**config.mk**
```make
export PLATFORM = sky130hd
export DESIGN_NAME = burst_spi_collector
export DESIGN_NICKNAME = d
export VERILOG_FILES = /design/src/rtl/bsc_pkg.sv /design/src/rtl/bsc_halfclk.sv /design/src/rtl/bsc_shreg.sv /design/src/rtl/bsc_fsm.sv /design/src/rtl/burst_spi_collector.sv
export SDC_FILE = /design/constraint.sdc
export NUM_CORES = 1
export LEC_CHECK = 0
export CAP_MARGIN = 30
export CORE_UTILIZATION = 52
export DETAILED_ROUTE_END_ITERATION = 7
export PLACE_DENSITY = 0.8
export SLEW_MARGIN = 20
export SYNTH_ARGS = -nofsm -noshare
export SYNTH_HDL_FRONTEND = slang
export SYNTH_SLANG_ARGS = --single-unit
```
**constraint.sdc**
```tcl
create_clock -name clk -period 3.1 [get_ports clk]
set_input_delay 0.31 -clock clk [delete_from_list [all_inputs] [get_ports clk]]
set_output_delay 0.31 -clock clk [all_outputs]
set_load 0.03 [all_outputs]
```
**src/rtl/bsc_pkg.sv**
```systemverilog
package bsc_pkg;
    typedef enum logic [2:0] {
        ST_IDLE,
        ST_LEAD,
        ST_LOW,
        ST_HIGH,
        ST_GAP,
        ST_CSOFF
    } bsc_state_e;

    localparam int          FRAME_BITS = 16;
    localparam logic [15:0] BURST_CMD  = 16'h3E00;
endpackage

```
**src/rtl/bsc_halfclk.sv**
```systemverilog
module bsc_halfclk #(
    parameter int DIV_W          = 8,
    parameter int MIN_BURST_HALF = 50
) (
    input  logic             clk,
    input  logic             rst_n,
    input  logic             load,
    input  logic             burst_sel,
    input  logic             run,
    input  logic [DIV_W-1:0] half_div,
    output logic             tick
);
    localparam int FLOOR_W = $clog2(MIN_BURST_HALF + 1);
    localparam int CNT_W   = (DIV_W > FLOOR_W) ? DIV_W : FLOOR_W;

    logic [CNT_W-1:0] half_q;
    logic [CNT_W-1:0] cnt_q;
    logic [CNT_W-1:0] req_w;
    logic             burst_q;

    always_comb begin
        req_w = CNT_W'(half_div);
        if (burst_sel && (req_w < CNT_W'(MIN_BURST_HALF))) begin
            req_w = CNT_W'(MIN_BURST_HALF);
        end
        if (req_w == '0) begin
            req_w = CNT_W'(1);
        end
    end

    assign tick = run && (cnt_q == (half_q - CNT_W'(1)));

    always_ff @(posedge clk or negedge rst_n) begin
        if (!rst_n) begin
            half_q  <= CNT_W'(1);
            cnt_q   <= '0;
            burst_q <= 1'b0;
        end else begin
            if (load) begin
                half_q  <= req_w;
                burst_q <= burst_sel;
            end
            if (!run || tick) begin
                cnt_q <= '0;
            end else begin
                cnt_q <= cnt_q + CNT_W'(1);
            end
        end
    end

    AST_BURST_RATE: assert property (@(posedge clk) disable iff (!rst_n)
        (tick && burst_q) |-> (cnt_q >= CNT_W'(MIN_BURST_HALF - 1)))
        else $error("burst half-period below floor");
endmodule

```
**src/rtl/bsc_shreg.sv**
```systemverilog
module bsc_shreg #(
    parameter int W = 16
) (
    input  logic         clk,
    input  logic         rst_n,
    input  logic         load,
    input  logic [W-1:0] load_word,
    input  logic         shift,
    input  logic         sample,
    input  logic         miso,
    output logic         mosi,
    output logic [W-1:0] rx_word
);
    logic [W-1:0] tx_q;
    logic [W-1:0] rx_q;

    always_ff @(posedge clk or negedge rst_n) begin
        if (!rst_n) begin
            tx_q <= '0;
            rx_q <= '0;
        end else begin
            if (load) begin
                tx_q <= load_word;
            end else if (shift) begin
                tx_q <= {tx_q[W-2:0], 1'b0};
            end
            if (sample) begin
                rx_q <= {rx_q[W-2:0], miso};
            end
        end
    end

    assign mosi    = tx_q[W-1];
    assign rx_word = rx_q;
endmodule

```
**src/rtl/bsc_fsm.sv**
```systemverilog
module bsc_fsm
    import bsc_pkg::*;
#(
    parameter int N_WORDS = 12,
    parameter int ADDR_W  = 7,
    parameter int IDX_W   = $clog2(N_WORDS)
) (
    input  logic              clk,
    input  logic              rst_n,
    input  logic              drdy_i,
    input  logic              rd_req_i,
    input  logic [ADDR_W-1:0] rd_addr_i,
    input  logic              tick_i,
    input  logic [15:0]       rx_word_i,
    output logic              tmr_load_o,
    output logic              tmr_burst_o,
    output logic              tmr_run_o,
    output logic              sh_load_o,
    output logic [15:0]       sh_word_o,
    output logic              sh_shift_o,
    output logic              sh_sample_o,
    output logic              sclk_o,
    output logic              cs_n_o,
    output logic              busy_o,
    output logic              word_valid_o,
    output logic [IDX_W-1:0]  word_idx_o,
    output logic [15:0]       word_data_o,
    output logic              rd_valid_o,
    output logic [15:0]       rd_data_o,
    output logic              overrun_o
);
    localparam int FRM_W = $clog2(N_WORDS + 1);
    localparam int PAD_W = FRAME_BITS - 1 - ADDR_W;

    bsc_state_e       state_q, state_d;
    logic             burst_q;
    logic [FRM_W-1:0] frame_q;
    logic [4:0]       bit_q;
    logic             half2_q;
    logic             drdy_q;
    logic             overrun_q;
    logic             wv_q, rv_q;
    logic [IDX_W-1:0] widx_q;
    logic [15:0]      wdata_q, rdata_q;

    logic drdy_edge, start_burst, start_read;
    logic frame_end, last_frame;

    assign drdy_edge   = drdy_i && !drdy_q;
    assign start_burst = (state_q == ST_IDLE) && drdy_edge;
    assign start_read  = (state_q == ST_IDLE) && !drdy_edge && rd_req_i;
    assign frame_end   = (state_q == ST_HIGH) && tick_i && (bit_q == 5'(FRAME_BITS));
    assign last_frame  = burst_q ? (frame_q == FRM_W'(N_WORDS)) : (frame_q == FRM_W'(1));

    // next-state logic
    always_comb begin
        state_d = state_q;
        unique case (state_q)
            ST_IDLE:  if (start_burst || start_read) state_d = ST_LEAD;
            ST_LEAD:  if (tick_i) state_d = ST_LOW;
            ST_LOW:   if (tick_i) state_d = ST_HIGH;
            ST_HIGH: begin
                if (tick_i) begin
                    if (bit_q != 5'(FRAME_BITS)) state_d = ST_LOW;
                    else if (last_frame)         state_d = ST_IDLE;
                    else if (burst_q)            state_d = ST_GAP;
                    else                         state_d = ST_CSOFF;
                end
            end
            ST_GAP:   if (tick_i && half2_q) state_d = ST_LOW;
            ST_CSOFF: if (tick_i && half2_q) state_d = ST_LEAD;
            default:  state_d = ST_IDLE;
        endcase
    end

    // state register
    always_ff @(posedge clk or negedge rst_n) begin
        if (!rst_n) state_q <= ST_IDLE;
        else        state_q <= state_d;
    end

    // control outputs from the state
    always_comb begin
        cs_n_o      = (state_q == ST_IDLE) || (state_q == ST_CSOFF);
        sclk_o      = (state_q != ST_LOW);
        busy_o      = (state_q != ST_IDLE);
        tmr_run_o   = busy_o;
        tmr_load_o  = start_burst || start_read;
        tmr_burst_o = start_burst;
        sh_sample_o = (state_q == ST_LOW) && tick_i;
        sh_shift_o  = (state_q == ST_HIGH) && tick_i && (bit_q != 5'(FRAME_BITS));
        sh_load_o   = start_burst || start_read || frame_end;
        if (start_burst)     sh_word_o = BURST_CMD;
        else if (start_read) sh_word_o = {1'b0, rd_addr_i, {PAD_W{1'b0}}};
        else                 sh_word_o = 16'h0000;
    end

    // sequencing counters and result registers
    always_ff @(posedge clk or negedge rst_n) begin
        if (!rst_n) begin
            burst_q   <= 1'b0;
            frame_q   <= '0;
            bit_q     <= '0;
            half2_q   <= 1'b0;
            drdy_q    <= 1'b0;
            overrun_q <= 1'b0;
            wv_q      <= 1'b0;
            rv_q      <= 1'b0;
            widx_q    <= '0;
            wdata_q   <= '0;
            rdata_q   <= '0;
        end else begin
            drdy_q <= drdy_i;
            wv_q   <= 1'b0;
            rv_q   <= 1'b0;
            if (drdy_edge && (state_q != ST_IDLE)) overrun_q <= 1'b1;
            unique case (state_q)
                ST_IDLE: begin
                    frame_q <= '0;
                    bit_q   <= '0;
                    half2_q <= 1'b0;
                    if (start_burst)     burst_q <= 1'b1;
                    else if (start_read) burst_q <= 1'b0;
                end
                ST_LOW: if (tick_i) bit_q <= bit_q + 5'd1;
                ST_HIGH: begin
                    if (frame_end) begin
                        bit_q   <= '0;
                        frame_q <= frame_q + FRM_W'(1);
                        if (burst_q && (frame_q != '0)) begin
                            wv_q    <= 1'b1;
                            widx_q  <= IDX_W'(frame_q - FRM_W'(1));
                            wdata_q <= rx_word_i;
                        end
                        if (!burst_q && (frame_q == FRM_W'(1))) begin
                            rv_q    <= 1'b1;
                            rdata_q <= rx_word_i;
                        end
                    end
                end
                ST_GAP, ST_CSOFF: if (tick_i) half2_q <= !half2_q;
                default: ;
            endcase
        end
    end

    assign word_valid_o = wv_q;
    assign word_idx_o   = widx_q;
    assign word_data_o  = wdata_q;
    assign rd_valid_o   = rv_q;
    assign rd_data_o    = rdata_q;
    assign overrun_o    = overrun_q;

    AST_VALID_PULSE: assert property (@(posedge clk) disable iff (!rst_n)
        wv_q |=> !wv_q)
        else $error("word strobe longer than one cycle");
    AST_IDX_RANGE: assert property (@(posedge clk) disable iff (!rst_n)
        wv_q |-> (32'(widx_q) < N_WORDS))
        else $error("word index out of range");
    AST_OVERRUN_STICKY: assert property (@(posedge clk) disable iff (!rst_n)
        overrun_q |=> overrun_q)
        else $error("overrun flag cleared");
endmodule

```
**src/rtl/burst_spi_collector.sv**
```systemverilog
module burst_spi_collector #(
    parameter int N_WORDS        = 12,
    parameter int DIV_W          = 8,
    parameter int MIN_BURST_HALF = 50,
    localparam int IDX_W         = $clog2(N_WORDS)
) (
    input  logic             clk,
    input  logic             rst_n,
    input  logic             drdy_i,
    input  logic             rd_req_i,
    input  logic [6:0]       rd_addr_i,
    input  logic [DIV_W-1:0] half_div_i,
    input  logic             miso_i,
    output logic             sclk_o,
    output logic             cs_n_o,
    output logic             mosi_o,
    output logic             busy_o,
    output logic             word_valid_o,
    output logic [IDX_W-1:0] word_idx_o,
    output logic [15:0]      word_data_o,
    output logic             rd_valid_o,
    output logic [15:0]      rd_data_o,
    output logic             overrun_o
);
    logic        tick;
    logic        tmr_load, tmr_burst, tmr_run;
    logic        sh_load, sh_shift, sh_sample;
    logic [15:0] sh_word, rx_word;

    bsc_halfclk #(
        .DIV_W         (DIV_W),
        .MIN_BURST_HALF(MIN_BURST_HALF)
    ) u_halfclk (
        .clk      (clk),
        .rst_n    (rst_n),
        .load     (tmr_load),
        .burst_sel(tmr_burst),
        .run      (tmr_run),
        .half_div (half_div_i),
        .tick     (tick)
    );

    bsc_shreg #(.W(16)) u_shreg (
        .clk      (clk),
        .rst_n    (rst_n),
        .load     (sh_load),
        .load_word(sh_word),
        .shift    (sh_shift),
        .sample   (sh_sample),
        .miso     (miso_i),
        .mosi     (mosi_o),
        .rx_word  (rx_word)
    );

    bsc_fsm #(
        .N_WORDS(N_WORDS),
        .ADDR_W (7),
        .IDX_W  (IDX_W)
    ) u_fsm (
        .clk         (clk),
        .rst_n       (rst_n),
        .drdy_i      (drdy_i),
        .rd_req_i    (rd_req_i),
        .rd_addr_i   (rd_addr_i),
        .tick_i      (tick),
        .rx_word_i   (rx_word),
        .tmr_load_o  (tmr_load),
        .tmr_burst_o (tmr_burst),
        .tmr_run_o   (tmr_run),
        .sh_load_o   (sh_load),
        .sh_word_o   (sh_word),
        .sh_shift_o  (sh_shift),
        .sh_sample_o (sh_sample),
        .sclk_o      (sclk_o),
        .cs_n_o      (cs_n_o),
        .busy_o      (busy_o),
        .word_valid_o(word_valid_o),
        .word_idx_o  (word_idx_o),
        .word_data_o (word_data_o),
        .rd_valid_o  (rd_valid_o),
        .rd_data_o   (rd_data_o),
        .overrun_o   (overrun_o)
    );

    AST_CS_IDLE_HIGH: assert property (@(posedge clk) disable iff (!rst_n)
        cs_n_o |-> sclk_o)
        else $error("clock low with chip select released");
    AST_CS_BUSY: assert property (@(posedge clk) disable iff (!rst_n)
        !cs_n_o |-> busy_o)
        else $error("chip select asserted while not busy");
endmodule

```
==> flow_summary.yaml, run 1 <==
drt:
  wl_per_cell_um: 15.8
  route.detailed.drc: 0
  drt_wl_total_mm: 8.90
  firstDrtPassIters: 4
  drtAntennaViolNets: 0
  routed_via_density: 5.66
  vias: 3184
  initialDrtViolationCount: 147
cts:
  numCtsBuffers: 9
  clockBufferDepth: 2
  cts-root-buf: "clkbuf_8"
  post_cts_resized: 0
  hold_buffers: 0
  cts_setup_buffers: 0
  h-tree-depth: 3
  clk_pin_slew_ps: 100
  worstSkewPairLatency_ps: 370
  cts_tree: "yes"
  numClockSinks: 94
setup_path:
  crit_fanout: 13
  crit_type: "reg2reg"
  reg2regPathDepth: 9
  crit_path_start_kind: "flip-flop"
  critical_path.endpoint_type: "flip-flop"
  cp_data_required_time_ps: 3400
  cp_data_arrival_time_ps: 3220
pwr:
  powerDensity_mw_per_mm2: 613
  pwr-share-seq: 0.480
  power.switching_mw: 1.19
  power.total_mw: 3.32
  switching_share: 0.358
  peakVddDrop_mv: 0.353
  power_frac_clock: 0.235
  p_leak_nw: 2.50
  pwr-share-comb: 0.285
  p_int_mw: 2.13
die:
  die_area_mm2: 0.00893
  row_count: 33
  ios: 63
  core_mm2: 0.00826
  die_x_um: 94.5
  initial_utilization: 0.539
  dieHeight_um: 94.5
final_layout:
  area_growth_pct: 21.6
  antenna-diode-count: 0
  seq_area_mm2: 0.00235
  n_fill_cell: 631
  layoutNonFillerInstCount: 563
  layout-drive-gt1-share: 0.199
  multi_input_area_mm2: 0.00199
  nets: 480
global_routing:
  grt_util_all_layers: 0.215
  grt_pass1_vias: 3029
  antenna_found_initial: 0
  grt_pass1_wl_mm: 14.7
  gr-total-overflow: 0
  grt_max_degree: 62
timing:
  slew_violations: 0
  fin_skew_ps: 12.6
  worstMarginPinSlew_ps: 775
  setup_tns_ps: 0
  grt_setup_unrepaired: "false"
  hold_viol: 0
  fin_crit_ps: 2920
  fmax_mhz: 343
  whs_ps: 4.06
  max_slew_margin: 0.481
  setup_viol: 0
  finalCritPeriodShare: 0.941
yosys:
  ys_warn_count: 0
  netlist_area_mm2: 0.00445
  avgSynthCellArea_um2: 11.6
  syn_nets: 411
  synth-seq-area-share: 0.529
  postSynth.asyncResetShare: 1.00
  ys_types: 54
  synth_edf_count: 0
  synth_seq_cells: 94
  synthCells: 384
  ys.flop_type: "dfrtp_1"
job:
  drv_cap: 0
placed_design:
  numPortBuffers: 62
  placed_cells: 547
  gp_congestion: 0.816
  dpl.hpwl_mm: 6.32
run_status:
  status: "complete, no violations"
worst_hold_path:
  min_path_type: "in2async"
[stage by stage]
stage	setup WS [ps]	utilization	instance area [um2]
after detailed placement	184	0.632	5220
final	184	0.655	5410
after global placement	272	0.632	5220
after floorplan	430	-	4450
after global routing	5.58	0.655	5410
after CTS	180	0.655	5410
[placed cells by master (no fill, tap or decap), drive strengths merged, types with 7 or more instances in the layout]
cell / instances
ha: 7
clkbuf: 9
inv: 13
xor2: 9
mux2: 51
clkdlybuf4s50: 61
nor2: 26
buf: 11
nand2: 33
nand3b: 7
and3: 7
nor3: 17
xnor2: 10
dfrtp: 93
nand3: 16
o21ai: 10
a21oi: 12
[per-layer routing]
layer | vias up | wire [um] | GRT usage
met5 | - | 0 | 0
met4 | 0 | 169 | 0.0972
met3 | 11 | 278 | 0.0290
met2 | 84 | 4230 | 0.335
met1 | 1568 | 4220 | 0.301
li1 | 1521 | - | -
[worst max-delay path, stage by stage, from the launching register on]
cell	delay, ps
dfstp_2	580
inv_1	70
ha_1	270
xnor2_1	160
xnor2_1	130
or4_4	540
nor2_4	210
buf_4	200
and2_1	450
a41o_1	250
[cell usage after synthesis, types with 8 or more instances]
| cell | instances | area [um2] |
|---|---|---|
| mux2_4 | 9 | 135 |
| xor2_1 | 9 | 78.8 |
| clkbuf_1 | 8 | 30.0 |
| mux2_2 | 42 | 473 |
| dfrtp_1 | 93 | 2330 |
| xnor2_1 | 10 | 87.6 |
| nor2_1 | 25 | 93.8 |
| o21ai_0 | 10 | 50.1 |
| inv_1 | 10 | 37.5 |
| nand2_1 | 32 | 120 |
| nand3_1 | 14 | 70.1 |
| a21oi_1 | 12 | 60.1 |
| nor3_1 | 16 | 80.1 |
[cell families after synthesis]
| family | after synthesis | synth area share |
|---|---|---|
| XOR/XNOR | 19 | 0.0374 |
| AND/OR/NAND/NOR | 132 | 0.160 |
| AO/OA/AOI/OAI | 51 | 0.0818 |
| buffers and inverters | 25 | 0.0242 |
| flip-flops | 94 | 0.529 |
| adder cells (fa/ha/maj) | 7 | 0.0197 |
| multiplexers | 56 | 0.148 |
[power by group through the flow]
stage                     Sequential, mW  Clock [mW]  Combinational (mW)
after CTS                           1.59       0.798               0.947
after floorplan                     1.55           0               0.700
after detailed placement            1.61           0               0.941
final                               1.59       0.780               0.944
after global placement              1.60           0               0.908
after global routing                1.62       0.852                1.04
[final timing paths]
check                                               endpoint  slack, ps                             from
max in group asynchronous       u_fsm.state_q[2]$_DFFE_PN0P_       2450                            rst_n
worst min-delay path                  u_fsm.drdy_q$_DFF_PN0_          4                            rst_n
worst max register to register  u_fsm.frame_q[2]$_DFFE_PN0P_        180  u_halfclk.half_q[0]$_DFFE_PN1P_
worst min register to register   u_fsm.overrun_o$_DFFE_PN0P_        480      u_fsm.overrun_o$_DFFE_PN0P_
worst max-delay path            u_fsm.frame_q[2]$_DFFE_PN0P_        180  u_halfclk.half_q[0]$_DFFE_PN1P_
min in group clk                      u_fsm.drdy_q$_DFF_PN0_        420                           drdy_i
[layout make-up]
class / instances / share of cell area
sequential: 94 / 0.435
inverter: 11 / 0.00763
timing repair buffer: 72 / 0.130
tap: 105 / 0.0243
clock inverter: 7 / 0.0125
clock buffer: 9 / 0.0229
multi-input combinational: 265 / 0.367
[flip-flops by register name, summed over array words and instances, names as in the netlist]
signal	cells
u_fsm.rd_valid_o	1
u_shreg.rx_word	16
u_fsm.bit_q	5
u_halfclk.half_q	8
u_fsm.half2_q	1
u_shreg.tx_q	8
u_fsm.state_q	3
u_fsm.word_valid_o	1
u_halfclk.cnt_q	8
u_fsm.frame_q	4
u_fsm.burst_q	1
u_fsm.word_idx_o	4
u_fsm.word_data_o	16
u_fsm.overrun_o	1
u_fsm.rd_data_o	16
u_fsm.drdy_q	1
Power figures use the tool's default switching activity.
==> run 2: changes to the inputs <==
- ABC_CLOCK_PERIOD_IN_PS: unset -> 3100
- CORE_UTILIZATION: 52 -> 55
- PLACE_DENSITY: 0.8 -> 0.83
- SETUP_SLACK_MARGIN: unset -> 0.02
==> run 2 against run 1 <==
Compared with the run above:
- sequential share of layout area hardly changed
- worst setup slack gained 8.0 ps
- sequential cell count stayed put
- non-clock buffer count rose by 2
- clock skew rose by 0.80 ps
- register-to-register slack hardly changed
- core utilization is 4.1 points higher
- final cell count decreased by 0.18%
- clock power is essentially flat
- critical path type unchanged
- critical endpoint is now u_fsm.half2_q$_DFFE_PN0P_
==> flow_summary.yaml, run 2 (same netlist as run 1, synthesis figures left out) <==
run_status:
  status: "complete, no violations"
pwr:
  peakVddDrop_mv: 0.408
  powerDensity_mw_per_mm2: 613
  power.switching_mw: 1.19
  p_int_mw: 2.13
  switching_share: 0.359
  pwr-share-comb: 0.284
  pwr-share-seq: 0.480
  power_frac_clock: 0.236
  p_leak_nw: 2.51
drt:
  route.detailed.drc: 0
  drt_wl_total_mm: 9.07
  wl_per_cell_um: 16.1
  vias: 3173
  initialDrtViolationCount: 150
  drtAntennaViolNets: 0
  routed_via_density: 5.65
  firstDrtPassIters: 4
setup_path:
  worstPathCellList: "inv_1 > ha_1 > xnor2_1 > xnor2_1 > or4_4 > nor2_4 > buf_4 > and2_1 > a221o_1"
  crit_fanout: 13
  cp_data_required_time_ps: 3410
  crit_type: "reg2reg"
  ff2ff_setup_slack_ps: 190
  critical_path.endpoint_type: "flip-flop"
  crit_top_cell: "xnor2_1"
  reg2regPathDepth: 9
  r2r_end: "u_fsm.half2_q$_DFFE_PN0P_"
  crit_path_start_kind: "flip-flop"
  cp_data_arrival_time_ps: 3220
  critPathMaxStageDelay_ps: 580
  r2r-start: "u_halfclk.half_q[0]$_DFFE_PN1P_"
  critPathSlowestCell: "dfstp_2"
timing:
  max_slew_margin: 0.472
  worstMarginPinSlew_ps: 790
  fin_crit_ps: 2910
  grt_setup_unrepaired: "false"
  fmax_mhz: 344
  fin_skew_ps: 13.4
  slew_violations: 0
  whs_ps: 414
  setup_tns_ps: 0
  hold_viol: 0
  finalCritPeriodShare: 0.938
  setup_viol: 0
cts:
  h-tree-depth: 3
  cts-root-buf: "clkbuf_8"
  post_cts_resized: 0
  numClockSinks: 94
  clockBufferDepth: 2
  cts_setup_buffers: 0
  numCtsBuffers: 9
  cts_tree: "yes"
  worstSkewPairLatency_ps: 380
  clk_pin_slew_ps: 100
final_layout:
  final_cell_mix: "dfrtp_1, clkdlybuf4s50_1, mux2_2"
  final_common_cell: "dfrtp_1"
  nets: 482
  n_fill_cell: 596
  design_area_mm2: 0.00541
  area_growth_pct: 21.5
  layout-drive-gt1-share: 0.200
  antenna-diode-count: 0
global_routing:
  grt_pass1_wl_mm: 15.3
  grt_max_degree: 48
  grt_util_all_layers: 0.235
  antenna_found_initial: 0
  gr-total-overflow: 0
  grt_pass1_vias: 3120
die:
  die_x_um: 91.9
  ios: 63
  initial_utilization: 0.573
  core_mm2: 0.00777
  die_area_mm2: 0.00845
  row_count: 32
  dieHeight_um: 91.9
placed_design:
  gp_congestion: 0.821
  dpl.hpwl_mm: 6.45
  place_area_mm2: 0.00521
  numPortBuffers: 62
worst_hold_path:
  hold_depth: 1
  min_path_type: "in2reg"
  hp-start: "drdy_i"
  min_to: "u_fsm.drdy_q$_DFF_PN0_"
job:
  drv_cap: 0
-- run 2: worst max-delay path by stage --
stage | end | startpoint
2_1_floorplan | u_fsm.word_data_o[10]$_DFFE_PN0P_ | u_halfclk.half_q[0]$_DFFE_PN1P_
3_3_place_gp | u_fsm.rd_data_o[9]$_DFFE_PN0P_ | u_halfclk.half_q[0]$_DFFE_PN1P_
3_5_place_dp | u_fsm.rd_data_o[8]$_DFFE_PN0P_ | u_halfclk.half_q[0]$_DFFE_PN1P_
4_1_cts | u_fsm.rd_data_o[11]$_DFFE_PN0P_ | u_halfclk.half_q[0]$_DFFE_PN1P_
5_1_grt | u_fsm.frame_q[2]$_DFFE_PN0P_ | u_halfclk.half_q[0]$_DFFE_PN1P_
6_report | u_fsm.half2_q$_DFFE_PN0P_ | u_halfclk.half_q[0]$_DFFE_PN1P_
-- run 2: timing repair --
item                       CTS  global route
hold buffers                 1             0
hold endpoints to repair    45             0
setup endpoints to repair    0             0
-- run 2: routing by layer --
metal / part of all wire / global-route usage
met4: 0.014 / 0.0859
met5: 0 / 0
met2: 0.47 / 0.349
met3: 0.043 / 0.0622
met1: 0.47 / 0.333
-- run 2: stage by stage --
stage	power [mW]	instances	setup WS [ps]	utilization
finish	3.31	562	192	0.696
global route	3.52	562	47.2	0.696
CTS	3.32	562	186	0.696
detailed placement	2.55	545	189	0.671
global placement	2.51	545	256	0.671
floorplan	2.25	384	430	-
-- run 2: layout make-up --
type | count | area, um2 | area share
clock inverter | 7 | 62.6 | 0.0116
inverter | 11 | 41.3 | 0.00764
tap | 102 | 128 | 0.0236
multi-input combinational | 265 | 1990 | 0.368
sequential | 94 | 2350 | 0.435
timing repair buffer | 74 | 711 | 0.131
clock buffer | 9 | 124 | 0.0229
-- run 2: critical path, delay by kind of cell, from the launching register on --
kind | cells | cell delay, ps
XOR/XNOR | 2 | 310
AND/OR/NAND/NOR | 3 | 1180
buffers and inverters | 2 | 280
AO/OA/AOI/OAI | 1 | 250
flip-flops | 1 | 580
adder cells (fa/ha/maj) | 1 | 270
-- run 2: power groups by stage --
stage / Clock [mW] / Sequential (mW) / Combinational [mW]
6_report: 0.782 / 1.59 / 0.942
5_1_grt: 0.858 / 1.62 / 1.04
4_1_cts: 0.797 / 1.59 / 0.940
3_5_place_dp: 0 / 1.61 / 0.937
3_3_place_gp: 0 / 1.60 / 0.902
2_1_floorplan: 0 / 1.55 / 0.700
